===== config.mk =====
export PLATFORM = sky130hd
export DESIGN_NAME = sysctl_port_unit
export DESIGN_NICKNAME = d
export VERILOG_FILES = /design/src/rtl/sysctl_pkg.sv /design/src/rtl/sysctl_decode.sv /design/src/rtl/sysctl_ctrl_reg.sv /design/src/rtl/sysctl_err_latch.sv /design/src/rtl/sysctl_port_unit.sv
export SDC_FILE = /design/constraint.sdc
export NUM_CORES = 1
export LEC_CHECK = 0
export BUFFER_PORTS_ARGS = -buffer_cell sky130_fd_sc_hd__buf_2
export CAP_MARGIN = 20
export CORE_ASPECT_RATIO = 1.4
export CORE_MARGIN = 1
export CORE_UTILIZATION = 42
export CTS_CLUSTER_SIZE = 25
export DETAILED_ROUTE_END_ITERATION = 10
export PLACE_DENSITY = 0.76
export REMOVE_ABC_BUFFERS = 1
export SLEW_MARGIN = 40
export SYNTH_ARGS = -nofsm -noshare
export SYNTH_HDL_FRONTEND = slang
export SYNTH_SLANG_ARGS = --single-unit

===== constraint.sdc =====
create_clock -name clk -period 1.4 [get_ports clk]
set_input_delay 0.14 -clock clk [delete_from_list [all_inputs] [get_ports clk]]
set_output_delay 0.14 -clock clk [all_outputs]
set_load 0.005 [all_outputs]

===== src/rtl/sysctl_pkg.sv =====
package sysctl_pkg;

    // Bit positions inside the control byte; the platform decodes these.
    localparam int RST_BIT = 0;
    localparam int GATE_BIT = 1;

    // Index of each port in the decoder's address list.
    localparam int PORT_CTRL  = 0;
    localparam int PORT_FCLR  = 1;
    localparam int PORT_SINK  = 2;
    localparam int NUM_PORTS  = 3;

    typedef struct packed {
        logic sink;
        logic fclr;
        logic ctrl;
    } port_hit_t;

    typedef struct packed {
        logic valid;
        logic [7:0] data;
    } rd_resp_t;

    // Value the control byte keeps across a device reset.
    function automatic logic [7:0] keep_on_devrst(input logic [7:0] cur);
        logic [7:0] v;
        v = cur;
        v[RST_BIT] = 1'b0;
        return v;
    endfunction

endpackage


===== src/rtl/sysctl_decode.sv =====
module sysctl_decode #(
    parameter int ADDR_W = 16,
    parameter int NPORT = 3,
    parameter logic [NPORT*ADDR_W-1:0] ADDR_LIST = '0
) (
    input  logic [ADDR_W-1:0] addr,
    output logic [NPORT-1:0]  hit
);
    for (genvar i = 0; i < NPORT; i++) begin : g_cmp
        assign hit[i] = (addr == ADDR_LIST[i*ADDR_W +: ADDR_W]);
    end
endmodule


===== src/rtl/sysctl_ctrl_reg.sv =====
module sysctl_ctrl_reg
    import sysctl_pkg::*;
#(
    parameter int DATA_W = 8
) (
    input  logic              clk,
    input  logic              por,
    input  logic              rst,
    input  logic              wr_en,
    input  logic [DATA_W-1:0] wdata,
    output logic [DATA_W-1:0] ctrl_q,
    output logic              a20_gate,
    output logic              reset_req
);
    logic [DATA_W-1:0] ctrl_r;
    logic              req_r;

    always_ff @(posedge clk) begin
        if (por) begin
            ctrl_r <= '0;
            req_r  <= 1'b0;
        end else if (rst) begin
            ctrl_r <= keep_on_devrst(ctrl_r);
            req_r  <= 1'b0;
        end else begin
            if (wr_en) ctrl_r <= wdata;
            req_r <= wr_en & wdata[RST_BIT];
        end
    end

    assign ctrl_q    = ctrl_r;
    assign a20_gate  = ctrl_r[GATE_BIT];
    assign reset_req = req_r;

    // a write with the reset bit set requests reset on the next cycle
    p_req_after_write_r4: assert property (@(posedge clk) disable iff (por || rst)
        (wr_en && wdata[RST_BIT]) |=> reset_req);

    // no request without a fresh write carrying the reset bit
    p_req_no_retrigger_r5: assert property (@(posedge clk) disable iff (por || rst)
        !(wr_en && wdata[RST_BIT]) |=> !reset_req);

    // the gate follows the written bit
    p_gate_follows_r3: assert property (@(posedge clk) disable iff (por || rst)
        wr_en |=> (a20_gate == $past(wdata[GATE_BIT])));

    // device reset keeps all bits above the reset bit
    p_devrst_keeps_r6: assert property (@(posedge clk) disable iff (por)
        rst |=> (ctrl_q[DATA_W-1:1] == $past(ctrl_q[DATA_W-1:1]) && !ctrl_q[RST_BIT]));
endmodule


===== src/rtl/sysctl_err_latch.sv =====
module sysctl_err_latch (
    input  logic clk,
    input  logic por,
    input  logic rst,
    input  logic set_evt,
    input  logic clr_wr,
    output logic irq
);
    logic irq_r;

    always_ff @(posedge clk) begin
        if (por || rst)      irq_r <= 1'b0;
        else if (set_evt)    irq_r <= 1'b1;
        else if (clr_wr)     irq_r <= 1'b0;
    end

    assign irq = irq_r;

    // an event raises the interrupt, set wins over clear
    p_err_set_r7: assert property (@(posedge clk) disable iff (por || rst)
        set_evt |=> irq);

    // the interrupt holds until a clear write
    p_err_hold_r7: assert property (@(posedge clk) disable iff (por || rst)
        (irq && !clr_wr) |=> irq);
endmodule


===== src/rtl/sysctl_port_unit.sv =====
module sysctl_port_unit
    import sysctl_pkg::*;
#(
    parameter int ADDR_W = 16,
    parameter int DATA_W = 8,
    parameter logic [ADDR_W-1:0] CTRL_ADDR = 16'h0092,
    parameter logic [ADDR_W-1:0] FCLR_ADDR = 16'h00F0,
    parameter logic [ADDR_W-1:0] SINK_ADDR = 16'h0080
) (
    input  logic              clk,
    input  logic              por,
    input  logic              rst,
    input  logic [ADDR_W-1:0] io_addr,
    input  logic [DATA_W-1:0] io_wdata,
    input  logic              io_wr,
    input  logic              io_rd,
    output logic [DATA_W-1:0] io_rdata,
    output logic              io_rvalid,
    input  logic              ferr_set,
    output logic              a20_gate,
    output logic              sys_reset_req,
    output logic              ferr_irq
);
    localparam logic [NUM_PORTS*ADDR_W-1:0] ADDR_LIST = {SINK_ADDR, FCLR_ADDR, CTRL_ADDR};
    localparam logic [DATA_W-1:0] IDLE_DATA = '1;

    logic [NUM_PORTS-1:0] hit_vec;
    port_hit_t            hit;
    logic [DATA_W-1:0]    ctrl_q;
    logic [DATA_W-1:0]    rdata_r;
    logic                 rvalid_r;

    sysctl_decode #(
        .ADDR_W(ADDR_W), .NPORT(NUM_PORTS), .ADDR_LIST(ADDR_LIST)
    ) u_dec (
        .addr(io_addr), .hit(hit_vec)
    );

    assign hit.ctrl = hit_vec[PORT_CTRL];
    assign hit.fclr = hit_vec[PORT_FCLR];
    assign hit.sink = hit_vec[PORT_SINK];

    sysctl_ctrl_reg #(.DATA_W(DATA_W)) u_ctrl (
        .clk(clk), .por(por), .rst(rst),
        .wr_en(io_wr & hit.ctrl), .wdata(io_wdata),
        .ctrl_q(ctrl_q), .a20_gate(a20_gate), .reset_req(sys_reset_req)
    );

    sysctl_err_latch u_err (
        .clk(clk), .por(por), .rst(rst),
        .set_evt(ferr_set), .clr_wr(io_wr & hit.fclr), .irq(ferr_irq)
    );

    // Only the control byte is readable; the sink port is write-only.
    always_ff @(posedge clk) begin
        if (por || rst) begin
            rvalid_r <= 1'b0;
            rdata_r  <= IDLE_DATA;
        end else if (io_rd && hit.ctrl) begin
            rvalid_r <= 1'b1;
            rdata_r  <= ctrl_q;
        end else begin
            rvalid_r <= 1'b0;
            rdata_r  <= IDLE_DATA;
        end
    end

    assign io_rdata  = rdata_r;
    assign io_rvalid = rvalid_r;

    // reads outside the control port give all ones and no valid
    p_undecoded_read_r9: assert property (@(posedge clk) disable iff (por || rst)
        (io_rd && !hit.ctrl) |=> (!io_rvalid && io_rdata == IDLE_DATA));

    // a sink write leaves the control byte untouched
    p_sink_no_effect_r8: assert property (@(posedge clk) disable iff (por || rst)
        (io_wr && hit.sink) |=> $stable(ctrl_q));

    // a control read returns the byte held at the strobe
    p_ctrl_readback_r2: assert property (@(posedge clk) disable iff (por || rst)
        (io_rd && hit.ctrl) |=> (io_rvalid && io_rdata == $past(ctrl_q)));
endmodule


-- Yosys cells after proc, flatten, opt, wreduce, memory -nomap -nowiden
Index checks and enable logic that the tools add are counted.
- word-level logic and storage cells: 22
- latch bits: 0
- register bits: 19
- bits in writable memories: 0
- memories kept: 0
- output and inout port bits: 12
- memory bits (read-only): 0
- input port bits: 30
- shift operators: 0
- multiply operators: 0
- add/sub/neg operators: 0
- mux-type cells: 3
- div/mod/pow operators: 0
- reduce and logical (&&, ||, !) cells: 6
- $lt $le $gt $ge: 0
- bitwise operators: 5
- equal/unequal tests: 2
- operators by type and width (kind ; count):
    $eq 16x8->1 const B ; 2
    $reduce_or 2->1 ; 2
    $and 1x1->1 ; 3
    $mux 1 ; 3
    $not 1->1 ; 2
    $reduce_and 2->1 ; 1
    $reduce_bool 2->1 ; 1
    $logic_and 1x1->1 ; 1
    $logic_or 1x1->1 ; 1

-- Logic depth before layout (Yosys ltp)
Gate-level depths: netlist of run 1.
- depth in word-level cells: 4
- mapped depth: 5
- depth with buffers taken out: 4

-- Hierarchy
From an unflattened synthesis of run 1, not the netlist that was laid out.
- cell total of the unflattened synthesis: 74
- area, all modules: 788.3 um2
- modules (own cells, without submodules) (module ; area an instance (um2) ; seq. area each (um2) ; times used ; cells an instance):
    sysctl_ctrl_reg ; 390.4 ; 180.2 ; 1 ; 37
    sysctl_port_unit ; 276.5 ; 180.2 ; 1 ; 21
    sysctl_decode ; 76.3 ; 0.0 ; 1 ; 12
    sysctl_err_latch ; 45.0 ; 20.0 ; 1 ; 4

-- Worst setup path before layout of run 1
Ideal clock, no wire load.
- path kind: input port to flip-flop
- from: input port io_addr[8]
- to: register rdata_r[6] (netlist: io_rdata[6])
- arrival time: 1098 ps
- slack: 175 ps
- setup time: 127 ps
- path buffers: 1
- cell stages on the path: 4
- data required time: 1273 ps
- cell sequence: nor4_4 > nand4_4 > buf_6 > or3_1
- longest elaborated chain between the ends: 4
- RTL lines (element ; RTL line ; text):
    start: declaration ; sysctl_port_unit.sv:13 ; input logic [ADDR_W-1:0] io_addr,
    $eq 16x8->1 ; sysctl_decode.sv:10 ; assign hit[i] = (addr == ADDR_LIST[i*ADDR_W +: ADDR_W]);
    $logic_and 1x1->1 ; sysctl_port_unit.sv:59 ; end else if (io_rd && hit.ctrl) begin
    $not 1->1 (no line) ; n/a ;
    $reduce_or 2->1 (no line) ; n/a ;
    end signal: assignment ; sysctl_port_unit.sv:61 ; rdata_r <= ctrl_q;
    end: declaration ; sysctl_port_unit.sv:30 ; logic [DATA_W-1:0] rdata_r;
Every way passes these cells.
A chain may end at the register's enable or synchronous reset.

-- Worst setup path in the final report of run 1
- from: input port io_addr[8]
- to: register rdata_r[4] (netlist: io_rdata[4])
Same word-level chain as after synthesis.

==> results of run 1 <==
-- state kept, by name, indices dropped and copies added (netlist names) --
register and cells:
u_ctrl.reset_req 1, io_rdata 8, u_ctrl.ctrl_q 8, u_err.irq 1, io_rvalid 1
-- cell type report --
class | instances | area (um2) | area share, %
Clock buffer | 4 | 26.3 | 2.51
Timing Repair Buffer | 47 | 250 | 24.0
Sequential cell | 19 | 380 | 36.4
Multi-Input combinational cell | 50 | 360 | 34.5
Tap cell | 19 | 23.8 | 2.28
Inverter | 1 | 3.75 | 0.359
-- through the flow --
stage,hold slack [ps],cell area [um2]
after floorplan,209,744
after global placement,349,1020
after detailed placement,357,1020
after CTS,53.4,1040
after global routing,47.1,1040
final,61.5,1040
-- synth_stat cells, drive strengths merged --
cell,n
nor4b,1
nand2b,1
a21oi,7
o41ai,1
o21a,2
nor3b,1
o21ai,7
clkbuf,1
a21boi,1
inv,1
or4,1
or3,8
nand3,9
nor2,3
buf,2
and4,2
nor2b,1
nor4,3
nand4,1
dfxtp,19
nand4b,1
-- logic make-up after synthesis --
kind of cell	after synthesis	share of synthesized area (%)
flip-flops	19	49.6
AND/OR/NAND/NOR	32	33.8
buffers and inverters	4	3.43
AO/OA/AOI/OAI	18	13.2
-- final timing paths --
path | to | startpoint | depth (start not counted) | slack, ps
max | io_rdata[4] | io_addr[8] | 4 | 230
min | u_err.irq | ferr_set | 2 | 60
max reg2reg | io_rdata[1] | u_ctrl.ctrl_q[1] | 1 | 490
min reg2reg | io_rdata[7] | u_ctrl.ctrl_q[7] | 1 | 450
-- routing by layer --
layer | part of all wire [%] | GRT usage, % | vias up
li1 | - | - | 371
met5 | 0 | 0 | -
met2 | 54 | 34.2 | 31
met4 | 1.1 | 8.93 | 0
met3 | 5.8 | 2.55 | 2
met1 | 39 | 17.7 | 333
-- power groups by stage --
| stage | sequential [uW] | combinational, uW | clock, uW |
|---|---|---|---|
| 2_1_floorplan | 555 | 20.9 | 0 |
| 3_3_place_gp | 555 | 87.4 | 0 |
| 3_5_place_dp | 555 | 89.1 | 0 |
| 4_1_cts | 542 | 89.4 | 274 |
| 5_1_grt | 543 | 96.6 | 296 |
| 6_report | 542 | 88.8 | 263 |
-- critical path, delay by kind of cell --
| family | cells | cell delay (ps) |
|---|---|---|
| and+or+nand+nor | 3 | 1080 |
| buffers and inverters | 1 | 110 |
==> results.cfg, run 1 <==
[run_status]
status = complete, no violations

[final_layout]
fillers = 141
fin_nets = 152
mostFrequentLayoutCell = buf_2
fin_util_pct = 63.8
antenna_cells = 0
area_delta_synth_final_pct = 36.2
final_cell_mix = buf_2, dfxtp_1, nand3_1, o21ai_0, a21oi_1
instances_no_fill = 140
final_layout_size_suffix_gt1_share_pct = 51.2

[placed_design]
place_ws_ps = -74.5
dp.final_hpwl_um = 1290
place_inst = 136
portBuffers = 41
finalWeightedCongestion = 0.758

[sta]
finalSetupTns_ps = 0
slew_violations = 0
slew_headroom_pct = 75.5
hold_violations = 0
fin_ws_ps = 235
finalCriticalPeriod_ps = 1170
worst_pin_slew_ps = 362
finalSetupViolCount = 0
finalClockSkew_ps = 2.61
rsz0062_at_grt = no
period_share_pct = 83.2
fmax_mhz = 858

[power_and_ir_drop]
pwr-share-seq_pct = 60.7
power_density_nw_per_um2 = 855
peakVddDrop_mv = 0.492
leakagePower_uw = 0.000421
totalPowerFinal_uw = 894
switchingPower_uw = 194
p_int_uw = 700
clkPwrFrac_pct = 29.4
combPwrFrac_pct = 9.9
swShare_pct = 21.7

[global_route]
grt_pass1_vias = 648
grt_pass1_wl_um = 2500
overflow = 0
grt_antenna_before_repair = 0
grt_use_total_pct = 18.0
grt_start_max_net_pins = 17

[worst_setup_path]
worstPathCellList = buf_2 > nor4_4 > nand4_4 > or3_2
worstPathRequired_ps = 1570
slowest_delay_ps = 500
crit_fanout = 16
cp-start-kind = input port
cp-end-kind = flop
cp.arrival_ps = 1330
slowest_stage = or3_2
crit_type = input port to flop

[clock_tree]
clk_path_buf_depth = 2
cts_resized = 0
cts_hold_buffers = 0
clk_latency_ps = 280
cts_setup_buffers = 0
htreeDepth = 1
cts_root_buf = clkbuf_4
cts_tree = built
clk_pin_slew_worst_paths_ps = 100
cts.sinks = 19
cts_made_buffers = 3

[synth]
synthTopCellsByArea = dfxtp_1, nand3_1, or3_2
synth.largest_area_cell = dfxtp_1
syn_area_um2 = 767
syn_inst = 73
netlist.area_leader.share_pct = 49.6
ys_types = 25
ys_warn_count = 0
ys_seq_area_share_pct = 49.6
synth-seq-cells = 19
avgSynthCellArea_um2 = 10.5

[detailed_routing]
ant_nets = 0
wire_per_inst_um = 11.5
num_vias = 737
drt_wl_total_um = 1600
via_per_inst = 5.26
drc = 0
firstDrtPassIters = 6
drtIter0Drc = 15

[floorplan]
die-area_um2 = 2000
die_y_um = 52.6
num_rows = 17
die_w_um = 38.1
core_area_um2 = 1640
ios = 42
start_util_pct = 46.8

[worst_hold_path]
hp-class = input port to flop

[flow_run]
drv_cap = 0
Note: power is estimated with default switching activity, not from simulation.
==> run 2, diff against run 1 <==
==> constraint.sdc (replaced) <==
create_clock -name clk -period 1.09 [get_ports clk]
set_input_delay 0.109 -clock clk [delete_from_list [all_inputs] [get_ports clk]]
set_output_delay 0.109 -clock clk [all_outputs]
set_load 0.005 [all_outputs]
==> run 2 against run 1 <==
Net effect: final area increased by 10%; wire length is 28% higher; non-clock buffer count increased by 5; utilization increased by 6.6 points; combinational power up 59%; total power is 32% higher; largest power group unchanged; count of clock-buffer cells in the layout unchanged; via count up 8.5%; global-route usage up 3.2 points; register-to-register slack worse by 230 ps; hold slack worse by 33 ps.
==> results.cfg, run 2 (same netlist as run 1, synthesis figures left out) <==
[clock_tree]
cts_root_buf = clkbuf_4
cts.sinks = 19
htreeDepth = 1
clk_latency_ps = 290
cts_tree = built
cts_made_buffers = 3
clk_pin_slew_worst_paths_ps = 100
clk_path_buf_depth = 2

[final_layout]
fin_util_pct = 70.4
area_delta_synth_final_pct = 50.2
mostFrequentLayoutCell = buf_2
postLayoutCellArea_um2 = 1150
ff_latch_area_um2 = 380
fillers = 136
antenna_cells = 0
fin_nets = 159
final_cell_mix = buf_2, dfxtp_1, buf_4, nand3_1
multi_input_area_um2 = 430
final_layout_size_suffix_gt1_share_pct = 55.5

[global_route]
grt_use_total_pct = 21.2
grt_antenna_before_repair = 0
grt_start_max_net_pins = 11
grt_pass1_vias = 764
grt_pass1_wl_um = 3040
overflow = 0

[sta]
slew_violations = 0
hold_violations = 0
finalSetupTns_ps = 0
finalCriticalPeriod_ps = 1080
finalSetupViolCount = 0
finalClockSkew_ps = 2.91
slew_headroom_pct = 76.3
fmax_mhz = 929
worst_pin_slew_ps = 350
period_share_pct = 98.8
rsz0062_at_grt = yes

[worst_hold_path]
min-delay-start = ferr_set
hp-class = input port to flop

[detailed_routing]
via_per_inst = 5.44
drc = 0
drtIter0Drc = 20
firstDrtPassIters = 4
wire_per_inst_um = 13.9
ant_nets = 0
num_vias = 800
drt_wl_total_um = 2050

[worst_setup_path]
crit_fanout = 8
cp.arrival_ps = 1260
rrSetupSlack_ps = 260
cp-start-kind = input port
cp-startpoint = io_addr[2]
cp-end-kind = flop
worstPathRequired_ps = 1270
crit_type = input port to flop
r2r-start = u_ctrl.ctrl_q[2]

[floorplan]
die_w_um = 38.1
num_rows = 17
die-area_um2 = 2000
start_util_pct = 46.8
die_y_um = 52.6
core_area_um2 = 1640
ios = 42

[placed_design]
portBuffers = 41
finalWeightedCongestion = 0.764
dp.final_hpwl_um = 1380
placed_area_um2 = 1040

[run_status]
status = complete, no violations

[power_and_ir_drop]
power_density_nw_per_um2 = 1030
peakVddDrop_mv = 0.661
totalPowerFinal_uw = 1180
leakagePower_uw = 0.000478

[flow_run]
drv_cap = 0
## run 2: cell count changes in the layout (fill, tap and decap cells not counted)
| cell | before | now |
|---|---|---|
| nor2b_2 | 0 | 1 |
| nand3_1 | 9 | 8 |
| or3_2 | 6 | 0 |
| nand4_4 | 1 | 2 |
| nor3b_4 | 0 | 1 |
| nand3_2 | 0 | 1 |
| or3_4 | 0 | 6 |
| nor3b_2 | 1 | 0 |
| nor2b_1 | 1 | 0 |
| buf_4 | 6 | 11 |
| nand4_2 | 0 | 1 |
## run 2: layer usage
layer | vias up | GRT usage, % | routed length (um)
met3 | 2 | 4.68 | 133
met5 | - | 0 | 0
met2 | 34 | 38.4 | 1130
li1 | 392 | - | -
met4 | 0 | 8.93 | 14
met1 | 372 | 22.3 | 769
## run 2: report_power, final
part,leakage (uW),internal (uW),switching [uW]
clock,0.0000150,142,203
sequential,0.000153,696,0.755
combinational,0.000309,73.5,67.5
total,0.000478,911,271
## run 2: timing repair
action                                  in CTS  in global routing
gates resized for setup                      3                  7
hold buffers                                 0                  0
pin swaps                                    3                  2
endpoints found under the setup margin       8                 13
gates cloned                                 2                  0
buffers inserted                             2                  0
## run 2: layout make-up
type                    count  share of cell area, %
well taps                  19                   2.06
inverters                   1                  0.326
flip-flops and latches     19                   33.0
clock buffers               4                   2.28
repair buffers             52                   25.0
multi-input cells          52                   37.4
## run 2: worst paths after layout
path / endpoint / depth (start not counted)
worst max-delay path: io_rdata[7] / 5
worst max register to register: io_rdata[2] / 1
worst min-delay path: u_err.irq / 2
worst min register to register: io_rdata[7] / 1
## run 2: worst max-delay path, stage by stage
cell and delay (ps):
buf_2 110, nor4_4 250, buf_4 190, nand4_2 210, or3_1 400
## run 2: metrics by stage
step / std cells / setup WS [ps] / hold WS (ps)
6_report: 147 / 13.5 / 28.0
5_1_grt: 147 / -41.2 / 20.4
4_1_cts: 147 / 6.41 / 27.8
3_5_place_dp: 139 / -374 / 329
3_3_place_gp: 139 / -323 / 319
2_1_floorplan: 70 / -139 / 178
==> run 3, diff against run 2 <==
--- a/config.mk
+++ b/config.mk
@@ -7,12 +7,11 @@
 export LEC_CHECK = 0
 export BUFFER_PORTS_ARGS = -buffer_cell sky130_fd_sc_hd__buf_2
 export CAP_MARGIN = 20
-export CORE_ASPECT_RATIO = 1.4
 export CORE_MARGIN = 1
-export CORE_UTILIZATION = 42
+export CORE_UTILIZATION = 45
 export CTS_CLUSTER_SIZE = 25
 export DETAILED_ROUTE_END_ITERATION = 10
-export PLACE_DENSITY = 0.76
+export PLACE_DENSITY = 0.81
 export REMOVE_ABC_BUFFERS = 1
 export SLEW_MARGIN = 40
 export SYNTH_ARGS = -nofsm -noshare
==> constraint.sdc (replaced) <==
create_clock -name clk -period 1.36 [get_ports clk]
set_input_delay 0.136 -clock clk [delete_from_list [all_inputs] [get_ports clk]]
set_output_delay 0.136 -clock clk [all_outputs]
set_load 0.005 [all_outputs]
==> run 3 against run 2 <==
Net effect: sequential power decreased by 20%; critical path type unchanged; clock power decreased by 21%; largest power group unchanged; clock skew decreased by 2.5 ps; worst setup slack improved by 180 ps; final cell count decreased by 7.5%; sequential share of layout area increased by 3.8 points; utilization decreased by 3.3 points; count of clock-buffer cells in the layout unchanged; largest cell class is now registers; register-to-register slack improved by 200 ps; final area decreased by 10%; critical path depth unchanged; first-iteration DRC count decreased by 65%.
==> results.cfg, run 3 (same netlist as run 1, synthesis figures left out) <==
[worst_hold_path]
hp-class = input port to flop
hold_depth = 2

[sta]
fmax_mhz = 855
finalCriticalPeriod_ps = 1170
worst_pin_slew_ps = 343
finalSetupViolCount = 0
period_share_pct = 86.0
finalClockSkew_ps = 0.406
fin_ws_ps = 190
rsz0062_at_grt = no
slew_headroom_pct = 76.8
whs_ps = 47.6
slew_violations = 0
hold_violations = 0
finalSetupTns_ps = 0

[floorplan]
die_y_um = 43.3
die-area_um2 = 1870
num_rows = 14
ios = 42
die_w_um = 43.3
start_util_pct = 49.8
core_area_um2 = 1540

[placed_design]
finalWeightedCongestion = 0.734
dp.final_hpwl_um = 1240
portBuffers = 41
place_ws_ps = -125

[power_and_ir_drop]
power_density_nw_per_um2 = 892
leakagePower_uw = 0.000417
peakVddDrop_mv = 0.537

[final_layout]
multi_input_area_um2 = 360
final_cell_mix = buf_2, dfxtp_1, nand3_1, o21ai_0, a21oi_1
area_delta_synth_final_pct = 34.7
final_layout_size_suffix_gt1_share_pct = 50.8
fin_util_pct = 67.0
mostFrequentLayoutCell = buf_2
fin_nets = 151
ff_latch_area_um2 = 380
fillers = 130
antenna_cells = 0

[clock_tree]
cts_root_buf = clkbuf_4
cts_made_buffers = 3
cts_setup_buffers = 0
clk_path_buf_depth = 2
cts_tree = built
cts.sinks = 19
cts_resized = 0
clk_latency_ps = 290
htreeDepth = 1
cts_hold_buffers = 0
clk_pin_slew_worst_paths_ps = 100

[global_route]
grt_start_max_net_pins = 19
grt_antenna_before_repair = 0
met2_usage_pct = 32.8
overflow = 0
grtUsageMet3_pct = 3.40
busiest_layer = met2
grt_pass1_wl_um = 2600
grt_use_total_pct = 19.2
grt_pass1_vias = 662
grt_util_met1_pct = 20.5

[flow_run]
drv_cap = 0

[worst_setup_path]
crit_fanout = 18
worstPathRequired_ps = 1530
cp.arrival_ps = 1340
crit_type = input port to flop
cp-end-kind = flop
cp-start-kind = input port
reg2regPathDepth = 1

[detailed_routing]
ant_nets = 0
num_vias = 736
firstDrtPassIters = 4
via_per_inst = 5.41
drt_wl_total_um = 1600
drtIter0Drc = 7
wire_per_inst_um = 11.7
drc = 0

[run_status]
status = complete, no violations
==> run 3: cell type report <==
class	count	share of cell area, %
clock buffers	4	2.54
inverters	1	0.363
multi-input cells	50	34.9
flip-flops and latches	19	36.8
well taps	16	1.94
repair buffers	46	23.5
==> run 3: worst max-delay path, cell delays in order <==
cell	delay, ps
buf_2	110
nor4_4	320
nand4_4	260
o41ai_1	400
a21boi_1	100
==> run 3: final timing paths <==
path	startpoint	slack, ps	to
hold reg to reg	u_ctrl.ctrl_q[6]	440	io_rdata[6]
setup / recovery	io_addr[8]	190	u_ctrl.ctrl_q[0]
setup reg to reg	u_ctrl.ctrl_q[0]	460	io_rdata[0]
hold / removal	ferr_set	50	u_err.irq
==> run 3: power by group <==
part	total (uW)	switching (uW)	internal, uW
Sequential	558	0.557	557
Combinational	91.1	41.7	49.4
Clock	273	159	114
Total	922	201	721
==> run 3: layer usage <==
metal  part of all wire (%)  wire (um)
met5                      0          0
met4                    3.4         54
met3                    7.9        126
met2                     48        762
met1                     41        653
==> run 3: metrics by stage <==
stage,cell area (um2),std cells,total power [uW]
after global routing,1030,136,962
after floorplan,744,70,593
after CTS,1030,136,931
after detailed placement,1010,132,662
final,1030,136,922
after global placement,1010,132,659
